<file path="src/rtl/fx_pcs_tx_pkg.sv">
package fx_pcs_tx_pkg;

    localparam int NIB_W  = 4;
    localparam int CODE_W = 5;

    typedef logic [CODE_W-1:0] code_t;

    localparam code_t C_IDLE = 5'b11111;
    localparam code_t C_J    = 5'b11000;
    localparam code_t C_K    = 5'b10001;
    localparam code_t C_T    = 5'b01101;
    localparam code_t C_R    = 5'b00111;
    localparam code_t C_H    = 5'b00100;

    typedef enum logic [1:0] {
        ST_IDLE,
        ST_SSD2,
        ST_DATA,
        ST_ESD2
    } frm_state_e;

    typedef struct packed {
        code_t code;
        logic  act;
    } sym_t;

    localparam sym_t SYM_IDLE = '{code: C_IDLE, act: 1'b0};

    function automatic code_t nib_to_code(input logic [NIB_W-1:0] n);
        code_t c;
        unique case (n)
            4'h0: c = 5'b11110;
            4'h1: c = 5'b01001;
            4'h2: c = 5'b10100;
            4'h3: c = 5'b10101;
            4'h4: c = 5'b01010;
            4'h5: c = 5'b01011;
            4'h6: c = 5'b01110;
            4'h7: c = 5'b01111;
            4'h8: c = 5'b10010;
            4'h9: c = 5'b10011;
            4'hA: c = 5'b10110;
            4'hB: c = 5'b10111;
            4'hC: c = 5'b11010;
            4'hD: c = 5'b11011;
            4'hE: c = 5'b11100;
            4'hF: c = 5'b11101;
        endcase
        return c;
    endfunction

endpackage

</file>
<file path="src/rtl/fx_tx_framer.sv">
module fx_tx_framer
    import fx_pcs_tx_pkg::*;
(
    input  logic             clk,
    input  logic             rst,
    input  logic             sym_en,
    input  logic [NIB_W-1:0] txd,
    input  logic             txen,
    input  logic             txer,
    output sym_t             sym_o
);

    typedef struct packed {
        frm_state_e state;
        sym_t       sym;
    } frm_regs_t;

    frm_regs_t frm_d, frm_q;

    always_comb begin
        frm_d = frm_q;
        if (sym_en) begin
            unique case (frm_q.state)
                ST_IDLE: begin
                    if (txen) begin
                        frm_d.sym   = '{code: C_J, act: 1'b1};
                        frm_d.state = ST_SSD2;
                    end else begin
                        frm_d.sym   = SYM_IDLE;
                    end
                end
                ST_SSD2: begin
                    frm_d.sym   = '{code: C_K, act: 1'b1};
                    frm_d.state = ST_DATA;
                end
                ST_DATA: begin
                    if (txen) begin
                        frm_d.sym = '{code: (txer ? C_H : nib_to_code(txd)), act: 1'b1};
                    end else begin
                        frm_d.sym   = '{code: C_T, act: 1'b1};
                        frm_d.state = ST_ESD2;
                    end
                end
                ST_ESD2: begin
                    frm_d.sym   = '{code: C_R, act: 1'b1};
                    frm_d.state = ST_IDLE;
                end
            endcase
        end
    end

    always_ff @(posedge clk) begin
        if (rst) begin
            frm_q <= '{state: ST_IDLE, sym: SYM_IDLE};
        end else begin
            frm_q <= frm_d;
        end
    end

    assign sym_o = frm_q.sym;

    // enable seen in idle opens the frame with J
    a_r5_ssd_first: assert property (@(posedge clk) disable iff (rst)
        (sym_en && frm_q.state == ST_IDLE && txen) |=> (sym_o.code == C_J && sym_o.act));

    // error strobe inside data yields halt
    a_r6_halt_sub: assert property (@(posedge clk) disable iff (rst)
        (sym_en && frm_q.state == ST_DATA && txen && txer) |=> (sym_o.code == C_H));

    // error strobe without enable in idle changes nothing
    a_r6_txer_ignored: assert property (@(posedge clk) disable iff (rst)
        (sym_en && frm_q.state == ST_IDLE && !txen) |=> (sym_o.code == C_IDLE && !sym_o.act));

    // enable falling in data produces T
    a_r7_esd_first: assert property (@(posedge clk) disable iff (rst)
        (sym_en && frm_q.state == ST_DATA && !txen) |=> (sym_o.code == C_T));

endmodule

</file>
<file path="src/rtl/fx_tx_symdelay.sv">
module fx_tx_symdelay
    import fx_pcs_tx_pkg::*;
#(
    parameter int STAGES = 1
) (
    input  logic clk,
    input  logic rst,
    input  logic sym_en,
    input  sym_t sym_i,
    output sym_t sym_o
);

    generate
        if (STAGES == 0) begin : g_bypass
            assign sym_o = sym_i;
        end else begin : g_pipe
            sym_t stage_d [STAGES];
            sym_t stage_q [STAGES];

            always_comb begin
                for (int i = 0; i < STAGES; i++) begin
                    stage_d[i] = stage_q[i];
                end
                if (sym_en) begin
                    stage_d[0] = sym_i;
                    for (int i = 1; i < STAGES; i++) begin
                        stage_d[i] = stage_q[i-1];
                    end
                end
            end

            always_ff @(posedge clk) begin
                if (rst) begin
                    for (int i = 0; i < STAGES; i++) begin
                        stage_q[i] <= SYM_IDLE;
                    end
                end else begin
                    for (int i = 0; i < STAGES; i++) begin
                        stage_q[i] <= stage_d[i];
                    end
                end
            end

            assign sym_o = stage_q[STAGES-1];
        end
    endgenerate

endmodule

</file>
<file path="src/rtl/fx_tx_serializer.sv">
module fx_tx_serializer
    import fx_pcs_tx_pkg::*;
#(
    parameter int CLK_HI = 2
) (
    input  logic clk,
    input  logic rst,
    input  logic sym_en,
    input  sym_t sym_i,
    output logic serial_o,
    output logic active_o,
    output logic txclk_o
);

    localparam int PH_W   = $clog2(CODE_W);
    localparam int PH_MAX = CODE_W - 1;

    typedef struct packed {
        code_t           shreg;
        logic            act;
        logic            line;
        logic [PH_W-1:0] phase;
    } ser_regs_t;

    ser_regs_t ser_d, ser_q;

    always_comb begin
        ser_d      = ser_q;
        ser_d.line = ser_q.line ^ ser_q.shreg[CODE_W-1];
        if (sym_en) begin
            ser_d.shreg = sym_i.code;
            ser_d.act   = sym_i.act;
            ser_d.phase = '0;
        end else begin
            ser_d.shreg = {ser_q.shreg[CODE_W-2:0], 1'b1};
            if (ser_q.phase != PH_W'(PH_MAX)) begin
                ser_d.phase = ser_q.phase + 1'b1;
            end
        end
    end

    always_ff @(posedge clk) begin
        if (rst) begin
            ser_q <= '{shreg: C_IDLE, act: 1'b0, line: 1'b0, phase: PH_W'(PH_MAX)};
        end else begin
            ser_q <= ser_d;
        end
    end

    assign serial_o = ser_q.line;
    assign active_o = ser_q.act;
    assign txclk_o  = (ser_q.phase < PH_W'(CLK_HI));

    // transmit clock is high right after a symbol edge
    a_r1_txclk_rise: assert property (@(posedge clk) disable iff (rst)
        sym_en |=> txclk_o);

    // activity flag only changes at a symbol load
    a_r9_active_steady: assert property (@(posedge clk) disable iff (rst)
        !sym_en |=> $stable(active_o));

endmodule

</file>
<file path="src/rtl/fx_pcs_tx.sv">
module fx_pcs_tx
    import fx_pcs_tx_pkg::*;
#(
    parameter int PIPE_STAGES = 1
) (
    input  logic             clk,
    input  logic             rst,
    input  logic             sym_en,
    input  logic [NIB_W-1:0] mii_txd,
    input  logic             mii_txen,
    input  logic             mii_txer,
    output logic             tx_clk_o,
    output logic             serial_o,
    output logic             tx_active_o
);

    sym_t frm_sym;
    sym_t dly_sym;

    fx_tx_framer u_framer (
        .clk    (clk),
        .rst    (rst),
        .sym_en (sym_en),
        .txd    (mii_txd),
        .txen   (mii_txen),
        .txer   (mii_txer),
        .sym_o  (frm_sym)
    );

    fx_tx_symdelay #(.STAGES(PIPE_STAGES)) u_delay (
        .clk    (clk),
        .rst    (rst),
        .sym_en (sym_en),
        .sym_i  (frm_sym),
        .sym_o  (dly_sym)
    );

    fx_tx_serializer u_ser (
        .clk      (clk),
        .rst      (rst),
        .sym_en   (sym_en),
        .sym_i    (dly_sym),
        .serial_o (serial_o),
        .active_o (tx_active_o),
        .txclk_o  (tx_clk_o)
    );

    // outside a frame the line toggles every bit
    a_r4_idle_toggle: assert property (@(posedge clk) disable iff (rst)
        !tx_active_o |=> (serial_o != $past(serial_o)));

endmodule

</file>
<file path="config.mk">
export PLATFORM = sky130hd
export DESIGN_NAME = fx_pcs_tx
export DESIGN_NICKNAME = d
export VERILOG_FILES = /design/src/rtl/fx_pcs_tx_pkg.sv /design/src/rtl/fx_tx_framer.sv /design/src/rtl/fx_tx_symdelay.sv /design/src/rtl/fx_tx_serializer.sv /design/src/rtl/fx_pcs_tx.sv
export SDC_FILE = /design/constraint.sdc
export NUM_CORES = 1
export LEC_CHECK = 0
export CAP_MARGIN = 5
export CELL_PAD_IN_SITES_DETAIL_PLACEMENT = 1
export CELL_PAD_IN_SITES_GLOBAL_PLACEMENT = 1
export CORE_ASPECT_RATIO = 1.75
export CORE_MARGIN = 4
export CORE_UTILIZATION = 30
export CTS_CLUSTER_SIZE = 30
export DETAILED_ROUTE_END_ITERATION = 7
export GPL_ROUTABILITY_DRIVEN = 0
export PLACE_DENSITY = 0.66
export RECOVER_POWER = 100
export REMOVE_ABC_BUFFERS = 1
export SKIP_CTS_REPAIR_TIMING = 1
export SYNTH_ARGS = -nofsm -noshare
export SYNTH_HDL_FRONTEND = slang
export SYNTH_SLANG_ARGS = --single-unit
</file>
<file path="constraint.sdc">
create_clock -name clk -period 1.86 [get_ports clk]
set_input_delay 0.372 -clock clk [delete_from_list [all_inputs] [get_ports clk]]
set_output_delay 0.372 -clock clk [all_outputs]
set_load 0.01 [all_outputs]
</file>
==> metrics <==
multi-input logic area 563.0 um^2; DRT iter0 DRCs 5; critical path data arrival time 1.33 ns; number of synthesized flops with an enable pin 0; pwr dens 804.1 nW/um^2; grt met2 use between 20% and 30%; Routed WL 2444 um; post-route clock skew 0.001602 ns; YS warnings 0; Least-Margin Pin Slew 0.5339 ns; Antenna Cells 0; minimum clock period 1.704 ns; GR peak layer met2; grt met3 use 1.686%; CP startpoint kind register; Initial Utilization 30.86%; distinct cell type count after synthesis 29; sequential fraction of the synthesis area between 40% and 50%; endpoints failing hold 0; DRC errors left 0; Setup CP Type reg2out; M1 GR Usage 12.59%; routed vias/inst 4.852; I/O pins 12; hold crit path type reg2reg; drt pass-1 iters 4; period utilization roughly nine tenths; Post-DP HPWL 2044 um; core area ~3600 um^2; Worst IR Drop VDD 0.0004213 V; top cells by count, synth 24 x dfxtp_1, 13 x nand2_1, 11 x mux2i_1; Skew-Pair Late Insertion Delay 0.26 ns; Required @ worst endpoint 1.49 ns; initial antenna violation count 0; remaining global-route overflow 0; Synth top area share 43.34%; nets@finish approximately 150; run status complete, no violations; Via Count a little under 900; overall routing resource usage 11.97%; Routed WL per cell 13.36 um; Max Slew Vio Count 0; die area roughly 4800 um^2; FF+latch count, synth 24; CTS Buf Count 3; # H-tree levels 1; clock buffer depth 2; Leak 0.5528 nW; row count 29; maximum clock rate 586.8 MHz; largest area contributor in the netlist dfxtp_1; Clock Tree Root clkbuf_8; fraction of synthesis flops using an asynchronous set or reset pin 0%; TritonCTS clock tree yes; Buffers on Ports 11; CP endpoint kind primary output; Mapped Area 1109 um^2; fin area roughly 1300 um^2; Die W 53.95 um; ys flop type dfxtp_1; Syn Area/Cell 9.162 um^2; unrepaired setup endpoints after global routing no; placed standard-cell area between 1000 and 1500 um^2; P&R area growth vs syn 20.65%; Cells after Synth between 100 and 150; first-pass GRT wire length between 4000 and 5000 um; total power around 1.1 mW; number of routed nets with antenna violations 0; worst-path maximum fanout 5; count leader, synth dfxtp_1; setup violators final 0; vias in the first global route 956; Total Neg Setup Slack 0 ns; largest net degree at the start of global routing 14; max cap viols 0; sequential cell area 480.5 um^2; worst rel slew slack 64.41%; share of layout cells above drive strength 1 8.759%; clk slew on worst S/H paths 0.08 ns; clock sink total 24; Layout fillers 432; Die H around 88 um; ranking of synthesized cells by area dfxtp_1 43%, mux2i_1 9.9%, ha_1 6.8%, nand2_1 4.4%, inv_1 3.0%
==> state kept, by name (all words and copies together) (netlist names) <==
signal,cells
u_delay.g_pipe.stage_q,6
u_framer.frm_q,2
u_framer.sym_o,6
u_ser.active_o,1
u_ser.ser_q,8
u_ser.serial_o,1
==> worst paths after layout <==
path | endpoint | cells after the start | slack, ns | from
setup / recovery | tx_clk_o | 2 | 0.16 | u_ser.ser_q[2]$_SDFFE_PP1P_
hold / removal | u_ser.ser_q[9]$_SDFF_PP1_ | 2 | 0.45 | u_ser.ser_q[8]$_SDFF_PP1_
setup reg to reg | u_framer.sym_o[1]$_SDFFE_PP1P_ | 5 | 0.38 | u_framer.frm_q[6]$_SDFFE_PP0P_
hold reg to reg | u_ser.ser_q[9]$_SDFF_PP1_ | 2 | 0.45 | u_ser.ser_q[8]$_SDFF_PP1_
==> per-stage QoR <==
| stage | util [%] | cells | setup WS, ns | hold slack, ns |
|---|---|---|---|---|
| 5_1_grt | 37.23 | 183 | 0.06633 | 0.4730 |
| 2_1_floorplan | - | 116 | 0.5846 | 0.4163 |
| 6_report | 37.23 | 183 | 0.1557 | 0.4481 |
| 4_1_cts | 37.44 | 183 | 0.1985 | 0.4542 |
| 3_5_place_dp | 35.91 | 179 | 0.1428 | 0.4335 |
| 3_3_place_gp | 35.91 | 179 | 0.1835 | 0.4331 |
==> cell families after synthesis <==
family	Yosys count	share of synthesized area (%)
simple gates	40	17.61
flops	24	43.34
compound gates	23	14.11
buf+inv	14	5.869
mux	11	9.933
fa+ha+maj	6	6.772
xor+xnor	3	2.371
==> placed cells by master, fill, tap and decap left out <==
cell type and count:
o211a_1 1, o2111ai_1 1, ha_1 6, nand4b_1 1, nand2_1 13, a221oi_1 1, nor2_1 9, nor3_1 3
clkbuf_8 4, clkdlybuf4s50_1 6, mux2i_1 11, nand4_1 1, nand3b_1 2, a31o_2 2, o22ai_1 2, buf_4 4
clkbuf_1 2, or2_2 2, o21bai_1 1, a21oi_1 6, nand2b_1 5, xnor2_1 3, a221o_1 1, o311ai_0 1
o41ai_1 1, dlygate4sd3_1 5, o22a_1 1, dfxtp_1 24, nor2b_1 3, nand3_1 1, inv_1 9, o21ai_0 5
==> power breakdown <==
part           switching, mW  total [mW]  leakage, nW  internal, mW
logic                 0.0830       0.162        0.327        0.0785
registers             0.0205       0.564        0.197         0.544
clock network          0.161       0.350       0.0288         0.189
==> critical path, cell delays in order (launching register included) <==
cell	delay [ns]
dfxtp_1	0.40
nor2_1	0.06
dlygate4sd3_1	0.60
==> final cells by class <==
cell class | count | share of cell area, %
multi-input cells | 83 | 42.10
flip-flops and latches | 24 | 35.92
repair buffers | 17 | 11.04
well taps | 46 | 4.303
clock buffers | 4 | 4.116
inverters | 9 | 2.526
==> metal layers <==
layer | vias up | wire [um]
li1 | 447 | -
met1 | 429 | 948
met2 | 8 | 1396
met3 | 4 | 54
met4 | 0 | 45
met5 | - | 0
Note: power is estimated with default switching activity, not from simulation.
